==> config.mk <==
export PLATFORM = sky130hd
export DESIGN_NAME = i2c_line_frontend
export DESIGN_NICKNAME = d
export VERILOG_FILES = /design/src/rtl/i2c_fe_pkg.sv /design/src/rtl/i2c_fe_sync.sv /design/src/rtl/i2c_fe_filter.sv /design/src/rtl/i2c_fe_override.sv /design/src/rtl/i2c_line_frontend.sv
export SDC_FILE = /design/constraint.sdc
export NUM_CORES = 1
export LEC_CHECK = 0
export ABC_CLOCK_PERIOD_IN_PS = 2930
export CAP_MARGIN = 20
export CORE_UTILIZATION = 56
export DETAILED_ROUTE_END_ITERATION = 10
export PLACE_DENSITY = 0.88
export SETUP_SLACK_MARGIN = 0.15
export SLEW_MARGIN = 30
export SYNTH_ARGS = -nofsm -noshare
export SYNTH_HDL_FRONTEND = slang
export SYNTH_HIERARCHICAL = 1
export SYNTH_SLANG_ARGS = --single-unit
==> constraint.sdc <==
create_clock -name clk_i -period 2.93 [get_ports clk_i]
set_clock_uncertainty 0.15 [all_clocks]
set_input_delay 0.7325 -clock clk_i [delete_from_list [all_inputs] [get_ports clk_i]]
set_output_delay 0.7325 -clock clk_i [all_outputs]
set_load 0.05 [all_outputs]
==> src/rtl/i2c_fe_pkg.sv <==
package i2c_fe_pkg;
  localparam int unsigned NUM_LINES = 2;
  localparam int unsigned MON_W     = 2 * NUM_LINES;

  typedef enum int unsigned {
    LINE_SCL = 0,
    LINE_SDA = 1
  } line_e;

  localparam logic LINE_IDLE = 1'b1;
endpackage

==> src/rtl/i2c_fe_sync.sv <==
module i2c_fe_sync #(
  parameter int unsigned STAGES  = 2,
  parameter logic        RST_VAL = 1'b1
) (
  input  logic clk_i,
  input  logic rst_ni,
  input  logic d_i,
  output logic q_o
);
  logic [STAGES-1:0] chain_q;

  always_ff @(posedge clk_i or negedge rst_ni) begin
    if (!rst_ni) chain_q <= {STAGES{RST_VAL}};
    else         chain_q <= {chain_q[STAGES-2:0], d_i};
  end

  assign q_o = chain_q[STAGES-1];
endmodule

==> src/rtl/i2c_fe_filter.sv <==
module i2c_fe_filter #(
  parameter int unsigned CNT_W   = 8,
  parameter logic        RST_VAL = 1'b1
) (
  input  logic             clk_i,
  input  logic             rst_ni,
  input  logic [CNT_W-1:0] len_i,
  input  logic             d_i,
  output logic             q_o
);
  logic             lvl_q;
  logic [CNT_W-1:0] run_q;
  logic             differ;
  logic             expire;

  assign differ = d_i ^ lvl_q;
  assign expire = (run_q >= len_i);

  always_ff @(posedge clk_i or negedge rst_ni) begin
    if (!rst_ni) begin
      lvl_q <= RST_VAL;
      run_q <= '0;
    end else if (!differ) begin
      run_q <= '0;
    end else if (expire) begin
      lvl_q <= d_i;
      run_q <= '0;
    end else begin
      run_q <= run_q + 1'b1;
    end
  end

  assign q_o = lvl_q;


  quiet_hold_chk: assert property (@(posedge clk_i) disable iff (!rst_ni)
    (d_i == lvl_q) |=> $stable(lvl_q));


  new_level_chk: assert property (@(posedge clk_i) disable iff (!rst_ni)
    (lvl_q != $past(lvl_q)) |-> (lvl_q == $past(d_i)));


  zero_len_pass_chk: assert property (@(posedge clk_i) disable iff (!rst_ni)
    ((len_i == '0) && (d_i != lvl_q)) |=> (lvl_q == $past(d_i)));
endmodule

==> src/rtl/i2c_fe_override.sv <==
module i2c_fe_override #(
  parameter int unsigned N = 2
) (
  input  logic         clk_i,
  input  logic         rst_ni,
  input  logic [N-1:0] we_i,
  input  logic [N-1:0] d_i,
  output logic [N-1:0] force_o
);
  logic [N-1:0] force_q;

  for (genvar g = 0; g < N; g++) begin : g_bit
    always_ff @(posedge clk_i or negedge rst_ni) begin
      if (!rst_ni)     force_q[g] <= 1'b0;
      else if (we_i[g]) force_q[g] <= d_i[g];
    end


    keep_unwritten_chk: assert property (@(posedge clk_i) disable iff (!rst_ni)
      !we_i[g] |=> $stable(force_q[g]));
  end

  assign force_o = force_q;
endmodule

==> src/rtl/i2c_line_frontend.sv <==
module i2c_line_frontend
  import i2c_fe_pkg::*;
#(
  parameter int unsigned FLT_W       = 8,
  parameter int unsigned SYNC_STAGES = 2
) (
  input  logic             clk_i,
  input  logic             rst_ni,
  input  logic             scl_i,
  input  logic             sda_i,
  input  logic [FLT_W-1:0] flt_len_i,
  input  logic [1:0]       ctl_we_i,
  input  logic [1:0]       ctl_d_i,
  input  logic             eng_scl_pull_i,
  input  logic             eng_sda_pull_i,
  output logic             scl_lvl_o,
  output logic             sda_lvl_o,
  output logic [3:0]       mon_o,
  output logic             scl_oe_o,
  output logic             sda_oe_o
);
  logic [NUM_LINES-1:0] raw;
  logic [NUM_LINES-1:0] synced;
  logic [NUM_LINES-1:0] filt;
  logic [NUM_LINES-1:0] pull;
  logic [NUM_LINES-1:0] frc;
  logic [NUM_LINES-1:0] oe;

  assign raw[LINE_SCL]  = scl_i;
  assign raw[LINE_SDA]  = sda_i;
  assign pull[LINE_SCL] = eng_scl_pull_i;
  assign pull[LINE_SDA] = eng_sda_pull_i;

  for (genvar l = 0; l < NUM_LINES; l++) begin : g_line
    i2c_fe_sync #(.STAGES(SYNC_STAGES), .RST_VAL(LINE_IDLE)) u_sync (
      .clk_i (clk_i),
      .rst_ni(rst_ni),
      .d_i   (raw[l]),
      .q_o   (synced[l])
    );

    i2c_fe_filter #(.CNT_W(FLT_W), .RST_VAL(LINE_IDLE)) u_filt (
      .clk_i (clk_i),
      .rst_ni(rst_ni),
      .len_i (flt_len_i),
      .d_i   (synced[l]),
      .q_o   (filt[l])
    );

    // open drain: only ever pull low
    assign oe[l] = pull[l] | frc[l];
  end

  i2c_fe_override #(.N(NUM_LINES)) u_ovr (
    .clk_i  (clk_i),
    .rst_ni (rst_ni),
    .we_i   (ctl_we_i),
    .d_i    (ctl_d_i),
    .force_o(frc)
  );

  assign scl_lvl_o = filt[LINE_SCL];
  assign sda_lvl_o = filt[LINE_SDA];
  assign mon_o     = {frc[LINE_SDA], frc[LINE_SCL], filt[LINE_SDA], filt[LINE_SCL]};
  assign scl_oe_o  = oe[LINE_SCL];
  assign sda_oe_o  = oe[LINE_SDA];


  scl_force_chk: assert property (@(posedge clk_i) disable iff (!rst_ni)
    (ctl_we_i[0] && ctl_d_i[0]) |=> (mon_o[2] && scl_oe_o));


  sda_force_chk: assert property (@(posedge clk_i) disable iff (!rst_ni)
    (ctl_we_i[1] && ctl_d_i[1]) |=> (mon_o[3] && sda_oe_o));


  scl_release_chk: assert property (@(posedge clk_i) disable iff (!rst_ni)
    (!eng_scl_pull_i && !mon_o[2]) |-> !scl_oe_o);


  sda_release_chk: assert property (@(posedge clk_i) disable iff (!rst_ni)
    (!eng_sda_pull_i && !mon_o[3]) |-> !sda_oe_o);
endmodule

==> run_summary.xml <==
<?xml version="1.0" encoding="UTF-8"?>
<metrics>
  <group name="status">
    <metric name="status" unit="">finished, final reports clean</metric>
  </group>
  <group name="layout">
    <metric name="post_route_cells_drive_above_1_share" unit="">0.152</metric>
    <metric name="num-fill-cells" unit="">171</metric>
    <metric name="antenna_cells_inserted" unit="">0</metric>
    <metric name="area_delta_synth_final" unit="%">23.5</metric>
    <metric name="finish.net_count" unit="">202</metric>
    <metric name="design_area" unit="um2">1810</metric>
    <metric name="multi_input_comb_area" unit="um2">771</metric>
    <metric name="fin_cells" unit="">195</metric>
    <metric name="utilization" unit="">0.730</metric>
    <metric name="area.sequential" unit="um2">608</metric>
  </group>
  <group name="yosys">
    <metric name="yosys_warnings" unit="">6</metric>
    <metric name="syn_area_per_cell" unit="um2">10.8</metric>
    <metric name="synth_ff_type" unit="">dfrtp_1</metric>
    <metric name="post_synth_inst_count" unit="">136</metric>
    <metric name="synth-async-reset-ratio" unit="">1.00</metric>
    <metric name="yosysUniqueCellTypes" unit="">29</metric>
    <metric name="synth_edf_count" unit="">0</metric>
    <metric name="synth-seq-cells" unit="">24</metric>
    <metric name="yosysSeqAreaShare" unit="">0.415</metric>
    <metric name="syn_area" unit="um2">1470</metric>
    <metric name="synth_fp_nets" unit="">172</metric>
  </group>
  <group name="timing">
    <metric name="final_worst_path_cycle_share" unit="">0.892</metric>
    <metric name="worst_slew_slack_as_a_fraction_of_its_limit" unit="">0.664</metric>
    <metric name="maxSlewViolCount" unit="">0</metric>
    <metric name="final.min_clock_period" unit="ns">2.61</metric>
    <metric name="achievable-frequency" unit="MHz">383</metric>
    <metric name="finalHoldViolCount" unit="">0</metric>
    <metric name="worst_pin_slew" unit="ns">0.503</metric>
    <metric name="setup_viol" unit="">0</metric>
    <metric name="finalSetupTns" unit="ns">0</metric>
    <metric name="setup_repair_after_global_routing_missed_its_margin" unit="">false</metric>
  </group>
  <group name="clock_tree">
    <metric name="clock_insertion_delay_worst_skew" unit="ns">0.32</metric>
    <metric name="numCtsBuffers" unit="">3</metric>
    <metric name="post_cts_buffers" unit="">0</metric>
    <metric name="cts-resized-gates" unit="">0</metric>
    <metric name="clk_pin_slew" unit="ns">0.12</metric>
    <metric name="hold_buffers" unit="">0</metric>
    <metric name="clock-sinks" unit="">24</metric>
    <metric name="tritoncts" unit="">yes</metric>
    <metric name="root_buffer" unit="">clkbuf_4</metric>
    <metric name="clock_tree.htree_level_count" unit="">1</metric>
    <metric name="clock_tree.buffer_depth" unit="">2</metric>
  </group>
  <group name="worst_setup_path">
    <metric name="path_delay_family" unit="">buffers and inverters</metric>
    <metric name="cp_cell_sequence" unit="">clkdlybuf4s50_1</metric>
    <metric name="setup.worst_path.class" unit="">flip-flop to primary output</metric>
    <metric name="cp_num_buf_inv" unit="">1</metric>
    <metric name="crit_path_max_incr_delay" unit="ns">0.81</metric>
    <metric name="critical_path_required" unit="ns">2.05</metric>
    <metric name="arrival" unit="ns">1.73</metric>
    <metric name="path_max_fanout" unit="">4</metric>
    <metric name="cp_slowest_cell" unit="">clkdlybuf4s50_1</metric>
    <metric name="critical_path.startpoint_type" unit="">flip-flop</metric>
    <metric name="setup.worst_path.end_class" unit="">primary output</metric>
  </group>
  <group name="pwr">
    <metric name="seq_power_share" unit="">0.410</metric>
    <metric name="sw_frac_of_total" unit="">0.382</metric>
    <metric name="power.share.clock" unit="">0.160</metric>
    <metric name="cellInternalPower" unit="mW">0.673</metric>
    <metric name="fin_total_pwr" unit="mW">1.09</metric>
    <metric name="p_switching" unit="mW">0.415</metric>
    <metric name="power_density" unit="nW/um2">601</metric>
    <metric name="power_leakage" unit="nW">0.875</metric>
    <metric name="vdd.ir_drop.worst" unit="mV">0.505</metric>
    <metric name="combinationalPowerShare" unit="">0.430</metric>
  </group>
  <group name="global_routing">
    <metric name="grt_start_max_net_pins" unit="">25</metric>
    <metric name="grt_antenna_before_repair" unit="">0</metric>
    <metric name="number_of_global_route_vias_before_repair" unit="">1039</metric>
    <metric name="globalRoute.totalOverflow" unit="">0</metric>
    <metric name="grt_first_pass_wirelength" unit="um">4390</metric>
    <metric name="track_usage" unit="">0.226</metric>
  </group>
  <group name="detailed_routing">
    <metric name="drc_errors" unit="">0</metric>
    <metric name="post_drt_via_cell_ratio" unit="">5.47</metric>
    <metric name="dr_wl_met2" unit="um">1350</metric>
    <metric name="route.met3.wl" unit="um">124</metric>
    <metric name="initialDrtViolationCount" unit="">14</metric>
    <metric name="drt-met1-wl" unit="um">1160</metric>
    <metric name="firstDrtPassIters" unit="">4</metric>
    <metric name="finalWirelength" unit="um">2680</metric>
    <metric name="route.detailed.wl_per_inst" unit="um">13.7</metric>
    <metric name="count_of_antenna_violating_nets_left_after_detailed_routing" unit="">0</metric>
    <metric name="via_count" unit="">1066</metric>
    <metric name="highest_routing_layer_actually_used" unit="">met4</metric>
  </group>
  <group name="floorplan">
    <metric name="floorplan.initialDensity" unit="">0.591</metric>
    <metric name="design.die.area" unit="um2">2820</metric>
    <metric name="floorplan.rows" unit="">18</metric>
    <metric name="die_h" unit="um">53.2</metric>
    <metric name="fp.dieW" unit="um">53.2</metric>
    <metric name="core_area" unit="um2">2480</metric>
    <metric name="io_pins" unit="">26</metric>
  </group>
  <group name="placed_design">
    <metric name="finalWeightedCongestion" unit="">0.883</metric>
    <metric name="hpwlAfterDp" unit="um">2180</metric>
    <metric name="buffer_ports.inserted" unit="">25</metric>
    <metric name="placed_area" unit="um2">1770</metric>
    <metric name="dp.cells" unit="">191</metric>
  </group>
  <group name="worst_hold_path">
    <metric name="min-delay-path-class" unit="">flip-flop to flip-flop</metric>
  </group>
  <group name="flow_run">
    <metric name="cap_viol_max_count" unit="">0</metric>
  </group>
</metrics>
==> power groups by stage <==
stage / Sequential, mW / Clock, mW / Combinational [mW]
after floorplan: 0.493 / 0 / 0.292
after global placement: 0.449 / 0 / 0.451
after detailed placement: 0.453 / 0 / 0.471
after CTS: 0.446 / 0.180 / 0.473
after global routing: 0.455 / 0.186 / 0.511
final: 0.446 / 0.174 / 0.468
==> path summary, 6_finish.rpt <==
kind / startpoint / endpoint / slack [ns] / cells past startpoint
max in group asynchronous: rst_ni / g_line[1].u_sync/chain_q[0] / 1.75 / 2
min reg2reg: g_line[0].u_sync/chain_q[0] / g_line[0].u_sync/chain_q[1] / 0.21 / 0
max: g_line[1].u_filt/q_o / mon_o[1] / 0.32 / 1
max reg2reg: g_line[1].u_filt/run_q[0] / g_line[1].u_filt/run_q[2] / 1.02 / 7
min: g_line[0].u_sync/chain_q[0] / g_line[0].u_sync/chain_q[1] / 0.21 / 0
min in group asynchronous: rst_ni / g_line[0].u_filt/run_q[4] / 0.59 / 2
==> cells by family after synthesis <==
logic type	after synthesis	share of synthesized area
xor gates and xnor gates	14	0.0837
DFF	24	0.415
muxes	3	0.0307
AOI/OAI and AO/OA	15	0.108
and+or+nand+nor	41	0.149
adders and majority gates	18	0.154
buffers and inverters	21	0.0589
==> cell usage after synthesis (all sizes together) (2+ instances only) <==
cell     n  share of area
nand2    4          0.010
nand3    8          0.027
inv     19          0.049
a21oi    4          0.014
nand2b   2          0.014
o211ai   2          0.014
ha      18           0.15
dfstp    6           0.11
nand4    2         0.0085
and3     5          0.021
mux2     3          0.031
o21a     3          0.015
xor2    10          0.060
nor3     7          0.024
or2      2         0.0085
buf      2          0.010
nor2     9          0.023
dfrtp   18           0.31
xnor2    4          0.024
==> cell type report <==
| cell class | instances | area share |
|---|---|---|
| Clock buffer | 4 | 0.0201 |
| Tap cell | 30 | 0.0207 |
| Sequential cell | 24 | 0.336 |
| Inverter | 19 | 0.0394 |
| Multi-Input combinational cell | 91 | 0.426 |
| Timing Repair Buffer | 27 | 0.158 |
==> registers in the layout (all words and copies together), names as in the netlist <==
| name | flops |
|---|---|
| g_line.u_filt/q_o | 2 |
| g_line.u_filt/run_q | 16 |
| g_line.u_sync/chain_q | 4 |
| u_ovr/force_o | 2 |
==> layer usage <==
| metal | track usage | up-vias |
|---|---|---|
| li1 | - | 521 |
| met1 | 0.267 | 512 |
| met2 | 0.392 | 28 |
| met3 | 0.0402 | 5 |
| met4 | 0.105 | 0 |
| met5 | 0 | - |
==> per-stage QoR <==
stage / hold slack [ns] / setup slack (ns)
after detailed placement: 0.198 / 0.248
final: 0.214 / 0.316
after global routing: 0.221 / 0.278
after global placement: 0.196 / 0.282
after CTS: 0.217 / 0.301
after floorplan: 0.195 / 0.774
==> placed cells by master, fill, tap and decap left out, types with 2 or more instances in the layout <==
cell and instances:
buf_12 2, inv_1 19, o21a_1 3, nand4_1 2, mux2_4 3, nor3_1 7, buf_4 2, a21oi_1 4
nand3_1 8, clkdlybuf4s50_1 23, nor2_1 9, or2_1 2, clkbuf_4 3, dfrtp_1 18, xnor2_1 4, dfstp_2 6
and3_1 5, nand2_1 4, xor2_1 10, ha_1 18
Power figures use the tool's default switching activity.
